$ cat src/rtl/rxw_pkg.sv
package rxw_pkg;

   localparam int unsigned BIT_EMPTY = 31;
   localparam int unsigned BIT_WRAP  = 30;
   localparam int unsigned BIT_LAST  = 29;
   localparam int unsigned BIT_LONG  = 28;
   localparam int unsigned BIT_ALIGN = 27;
   localparam int unsigned BIT_CRC   = 26;
   localparam int unsigned BIT_OVR   = 25;
   localparam int unsigned BIT_TRUNC = 24;
   localparam int unsigned BIT_IRQEN = 0;

   typedef struct packed {
      logic too_long;
      logic misaligned;
      logic bad_crc;
      logic overrun;
   } rxw_err_t;

   typedef enum logic {
      WALK_STOPPED = 1'b0,
      WALK_RUNNING = 1'b1
   } rxw_state_e;

endpackage

$ cat src/rtl/rxw_desc_mem.sv
module rxw_desc_mem #(
   parameter int unsigned WORDS     = 64,
   parameter int unsigned AW        = 6,
   parameter bit          SW_RD_REG = 1'b0
) (
   input  logic          clk,
   input  logic          rst_n,
   input  logic          sw_we,
   input  logic [AW-1:0] sw_addr,
   input  logic [31:0]   sw_wdata,
   output logic [31:0]   sw_rdata,
   input  logic          hw_we,
   input  logic [AW-1:0] hw_waddr,
   input  logic [31:0]   hw_wdata,
   input  logic [AW-1:0] hw_raddr0,
   output logic [31:0]   hw_rdata0,
   input  logic [AW-1:0] hw_raddr2,
   output logic [31:0]   hw_rdata2
);

   logic [31:0] mem [WORDS];

   always_ff @(posedge clk) begin
      if (!rst_n) begin
         for (int i = 0; i < WORDS; i++) mem[i] <= '0;
      end else begin
         if (sw_we) mem[sw_addr] <= sw_wdata;
         if (hw_we) mem[hw_waddr] <= hw_wdata;
      end
   end

   assign hw_rdata0 = mem[hw_raddr0];
   assign hw_rdata2 = mem[hw_raddr2];

   generate
      if (SW_RD_REG) begin : g_rd_reg
         logic [31:0] rd_q;
         always_ff @(posedge clk) begin
            if (!rst_n) rd_q <= '0;
            else        rd_q <= mem[sw_addr];
         end
         assign sw_rdata = rd_q;
      end else begin : g_rd_comb
         assign sw_rdata = mem[sw_addr];
      end
   endgenerate

endmodule

$ cat src/rtl/rxw_ring_ptr.sv
module rxw_ring_ptr #(
   parameter int unsigned ADDR_W = 8,
   parameter int unsigned STRIDE = 32
) (
   input  logic              clk,
   input  logic              rst_n,
   input  logic              load_base,
   input  logic              advance,
   input  logic [ADDR_W-1:0] base,
   output logic [ADDR_W-1:0] ptr
);

   localparam logic [ADDR_W-1:0] STEP = ADDR_W'(STRIDE);

   always_ff @(posedge clk) begin
      if (!rst_n)         ptr <= '0;
      else if (load_base) ptr <= base;
      else if (advance)   ptr <= ptr + STEP;
   end

endmodule

$ cat src/rtl/rxw_cmpl_fmt.sv
module rxw_cmpl_fmt
   import rxw_pkg::*;
#(
   parameter int unsigned LEN_W = 16
) (
   input  logic [LEN_W-1:0] len,
   input  logic [LEN_W-1:0] max_len,
   input  rxw_err_t         err,
   input  logic             wrap,
   output logic [31:0]      word
);

   logic             trunc;
   logic [LEN_W-1:0] len_eff;

   assign trunc   = (len > max_len);
   assign len_eff = trunc ? max_len : len;

   always_comb begin
      word             = '0;
      word[LEN_W-1:0]  = len_eff;
      word[BIT_EMPTY]  = 1'b0;
      word[BIT_WRAP]   = wrap;
      word[BIT_LAST]   = 1'b1;
      word[BIT_LONG]   = err.too_long;
      word[BIT_ALIGN]  = err.misaligned;
      word[BIT_CRC]    = err.bad_crc;
      word[BIT_OVR]    = err.overrun;
      word[BIT_TRUNC]  = trunc;
   end

endmodule

$ cat src/rtl/rx_ring_walker.sv
module rx_ring_walker
   import rxw_pkg::*;
#(
   parameter int unsigned N_DESC     = 8,
   parameter int unsigned LEN_W      = 16,
   parameter bit          SW_RD_REG  = 1'b0,
   localparam int unsigned DESC_WORDS = 8,
   localparam int unsigned MEM_WORDS  = N_DESC * DESC_WORDS,
   localparam int unsigned WA_W       = $clog2(MEM_WORDS),
   localparam int unsigned ADDR_W     = WA_W + 2
) (
   input  logic              clk,
   input  logic              rst_n,
   input  logic [ADDR_W-1:0] ring_base,
   input  logic [LEN_W-1:0]  cfg_max_buf,
   input  logic              irq_mask,
   input  logic              poll_demand,
   input  logic              frame_done,
   input  logic [LEN_W-1:0]  frame_len,
   input  logic              err_long,
   input  logic              err_align,
   input  logic              err_crc,
   input  logic              err_ovr,
   input  logic              sw_we,
   input  logic [WA_W-1:0]   sw_addr,
   input  logic [31:0]       sw_wdata,
   output logic [31:0]       sw_rdata,
   output logic              rx_irq,
   output logic              frame_dropped,
   output logic              rx_active
);

   localparam int unsigned DW_W   = $clog2(DESC_WORDS);
   localparam int unsigned STRIDE = DESC_WORDS * 4;

   generate
      if (LEN_W < 8 || LEN_W > 24) begin : g_bad_len
         $error("rx_ring_walker: LEN_W must lie in 8..24");
      end
      if (N_DESC < 2 || (N_DESC & (N_DESC - 1)) != 0) begin : g_bad_depth
         $error("rx_ring_walker: N_DESC must be a power of two of at least 2");
      end
   endgenerate

   rxw_state_e        state_q;
   logic              fresh_q;
   logic [ADDR_W-1:0] ptr;
   logic [WA_W-1:0]   w0_addr, w2_addr;
   logic [31:0]       w0, w2, cmpl_word;
   logic              start, complete, stall, load_base, advance;
   logic              irq_q, drop_q;
   rxw_err_t          err;

   assign w0_addr = ptr[ADDR_W-1:2];
   assign w2_addr = {ptr[ADDR_W-1:2+DW_W], DW_W'(2)};
   assign err     = '{too_long: err_long, misaligned: err_align,
                      bad_crc: err_crc, overrun: err_ovr};

   assign start     = (state_q == WALK_STOPPED) && poll_demand;
   assign complete  = (state_q == WALK_RUNNING) && frame_done && w0[BIT_EMPTY];
   assign stall     = frame_done && !complete;
   assign load_base = (start && fresh_q) || (complete && w0[BIT_WRAP]);
   assign advance   = complete && !w0[BIT_WRAP];

   always_ff @(posedge clk) begin
      if (!rst_n) begin
         state_q <= WALK_STOPPED;
         fresh_q <= 1'b1;
         irq_q   <= 1'b0;
         drop_q  <= 1'b0;
      end else begin
         if (start) begin
            state_q <= WALK_RUNNING;
            fresh_q <= 1'b0;
         end else if (state_q == WALK_RUNNING && frame_done && !w0[BIT_EMPTY]) begin
            state_q <= WALK_STOPPED;
         end
         irq_q  <= complete && w2[BIT_IRQEN] && !irq_mask;
         drop_q <= stall;
      end
   end

   rxw_ring_ptr #(.ADDR_W(ADDR_W), .STRIDE(STRIDE)) i_ptr (
      .clk       (clk),
      .rst_n     (rst_n),
      .load_base (load_base),
      .advance   (advance),
      .base      (ring_base),
      .ptr       (ptr)
   );

   rxw_cmpl_fmt #(.LEN_W(LEN_W)) i_fmt (
      .len     (frame_len),
      .max_len (cfg_max_buf),
      .err     (err),
      .wrap    (w0[BIT_WRAP]),
      .word    (cmpl_word)
   );

   rxw_desc_mem #(.WORDS(MEM_WORDS), .AW(WA_W), .SW_RD_REG(SW_RD_REG)) i_mem (
      .clk       (clk),
      .rst_n     (rst_n),
      .sw_we     (sw_we),
      .sw_addr   (sw_addr),
      .sw_wdata  (sw_wdata),
      .sw_rdata  (sw_rdata),
      .hw_we     (complete),
      .hw_waddr  (w0_addr),
      .hw_wdata  (cmpl_word),
      .hw_raddr0 (w0_addr),
      .hw_rdata0 (w0),
      .hw_raddr2 (w2_addr),
      .hw_rdata2 (w2)
   );

   logic unused_bits;
   assign unused_bits = ^{w0[29:0], w2[31:1], ptr[1:0], ptr[2+DW_W-1:2]};

   assign rx_irq        = irq_q;
   assign frame_dropped = drop_q;
   assign rx_active     = (state_q == WALK_RUNNING);

endmodule

$ cat config.mk
export PLATFORM = sky130hd
export DESIGN_NAME = rx_ring_walker
export DESIGN_NICKNAME = d
export VERILOG_FILES = /design/src/rtl/rxw_pkg.sv /design/src/rtl/rxw_desc_mem.sv /design/src/rtl/rxw_ring_ptr.sv /design/src/rtl/rxw_cmpl_fmt.sv /design/src/rtl/rx_ring_walker.sv
export SDC_FILE = /design/constraint.sdc
export NUM_CORES = 2
export LEC_CHECK = 0
export BUFFER_PORTS_ARGS = -buffer_cell sky130_fd_sc_hd__buf_2
export CORE_AREA = 4 4 618 497
export CTS_BUF_LIST = sky130_fd_sc_hd__clkbuf_2 sky130_fd_sc_hd__clkbuf_4 sky130_fd_sc_hd__clkbuf_8
export CTS_CLUSTER_SIZE = 30
export DETAILED_ROUTE_END_ITERATION = 12
export DIE_AREA = 0 0 622 501
export PLACE_DENSITY_LB_ADDON = 0.12
export SETUP_SLACK_MARGIN = 0.02
export SLEW_MARGIN = 20
export SYNTH_ARGS = -nofsm -noshare
export SYNTH_HDL_FRONTEND = slang
export SYNTH_HIERARCHICAL = 1
export SYNTH_SLANG_ARGS = --single-unit
$ cat constraint.sdc
create_clock -name clk -period 4.7 [get_ports clk]
set_input_delay 0.47 -clock clk [delete_from_list [all_inputs] [get_ports clk]]
set_output_delay 0.47 -clock clk [all_outputs]
set_load 0.01 [all_outputs]
==> flow_summary.yaml <==
route:
  vias: 84400
  viasPerCell: 7.02
  finalWirelength_mm: 554
  dr.pass1.iters: 6
  routedWlPerCell_um: 46.1
  drc: 0
  drt-initial-drc-count: 13700
  postRouteAntennaNets: 0
global_route:
  grt_pass1_wl_mm: 732
  gr-usage-met2: 0.482
  antenna_found_initial: 47
  grt_util_all_layers: 0.343
  met1_usage: 0.474
  grt_pass1_vias: 78100
  busiest_layer: "met2"
  grt_start_max_net_pins: 65
  met3_usage: 0.115
  grt_overflow: 0
run_status:
  status: "finished clean"
sta:
  maxSlewHeadroom: 0.180
  setup_tns_ns: 0
  hold_viol: 0
  timing.final.ws_setup_ns: 0.0240
  clock.fmax_ghz: 0.214
  worst_slew_pin_slew_ns: 1.23
  finalCriticalPeriod_ns: 4.68
  drv_slew: 0
  whs_ns: 0.102
  rsz0062_at_grt: "false"
  finalSetupViolations: 0
  fin_worst_skew_ns: 0.0916
  finalCritPeriodShare: 0.995
power_and_ir_drop:
  power_density_nw_per_um2: 359
  ir_drop_v: 0.000206
  finalPower_mw: 43.8
  p_leak_nw: 42.8
clock_network:
  cts.sinks: 2058
  h-tree-depth: 5
  post_cts_buffers: 0
  root_buffer: "clkbuf_8"
  clk_pin_slew_ns: 0.06
  clockBufferDepth: 4
  insertion_delay_ns: 1.06
  cts_made_buffers: 357
  cts_tree: "yes"
floorplan:
  die_area_sq_um: 312000
  initial_core_util: 0.351
  rows: 180
  fp.coreArea_sq_um: 300000
  io_pins: 123
  die_w_um: 622
  die_y_um: 501
setup_path:
  cp.required_ns: 4.23
  endpoint_kind: "output pin"
  path_class: "in2out"
  crit_fanout: 35
  crit_arrival_ns: 4.21
  startpoint_type: "primary input"
hold_path:
  min-delay-path-class: "in2reg"
logic_synthesis:
  syn_area_per_cell_sq_um: 13.5
  ys_warn_count: 6
  syn_inst: 7795
  synth_area_sq_um: 106000
final_layout:
  register_area_sq_um: 61700
  layout_commonest_cell: "a22o_1"
  drive_above_1_share: 0.252
  n_fill_cell: 27900
  final_cell_mix: "a22o_1 (2083), edfxtp_1 (2048), buf_4 (575)"
  synthToLayoutAreaGrowth_pct: 15.5
  design_area_sq_um: 122000
  multiInputGateArea_sq_um: 39100
  fin_nets: 7846
run:
  maxCapViolations: 0
place:
  numPortBuffers: 120
  place_hpwl_mm: 339
  placed_area_sq_um: 115000
  routabilityCongestion: 0.987
  dp_slack_ns: 0.0861
## final cells by class
| class | instances | share of cell area |
|---|---|---|
| well taps | 4004 | 0.0411 |
| flip-flops and latches | 2058 | 0.506 |
| inverters | 28 | 0.000944 |
| repair buffers | 898 | 0.0769 |
| diodes | 23 | 0.000472 |
| clock inverters | 123 | 0.00534 |
| multi-input cells | 4398 | 0.321 |
| clock buffers | 487 | 0.0487 |
## per-layer routing
layer,routed length (um),vias up
li1,-,31800
met1,221000,44700
met2,227000,6635
met3,75400,1193
met4,31000,20
met5,119,-
## power breakdown
part           switching, mW  total (mW)  internal [mW]
clock network           8.01        16.3           8.29
registers              0.263        21.2           20.9
logic                   4.67        6.32           1.65
total                   12.9        43.8           30.9
## final timing paths
check	start	end	slack, ns	depth (start not counted)
worst max register to register	i_ptr/ptr[2]	i_mem/mem[61][11]	0.10	16
worst min register to register	fresh_q	fresh_q	0.52	2
worst max-delay path	sw_addr[1]	sw_rdata[19]	0.02	11
worst min-delay path	sw_wdata[28]	i_mem/mem[12][28]	0.10	2
## flip-flops by register name, indices dropped and copies added (netlist names)
signal and count:
frame_dropped 1, fresh_q 1, i_mem/mem 2048, i_ptr/ptr 6, rx_active 1, rx_irq 1
## critical path, cell delays in order
cell     delay (ns)
buf_8          0.49
buf_4          0.46
mux2_2         0.40
a22oi_1        0.15
o22ai_1        0.21
a21oi_1        0.44
nor2_1         0.24
buf_4          0.22
or4_1          0.67
buf_4          0.19
buf_2          0.13
## timing repair
item | 4_1_cts | 5_1_grt
hold buffers | 12 | 0
hold endpoints to repair | 26 | 0
gates resized for setup | 0 | 1
endpoints found under the setup margin | 0 | 11
## stage by stage
step,std cells,utilization
after floorplan,7805,-
after global placement,11400,0.383
after detailed placement,11400,0.383
after CTS,12000,0.406
after global routing,12000,0.406
final,12000,0.406
No activity file was read; power rests on OpenSTA's default activity.
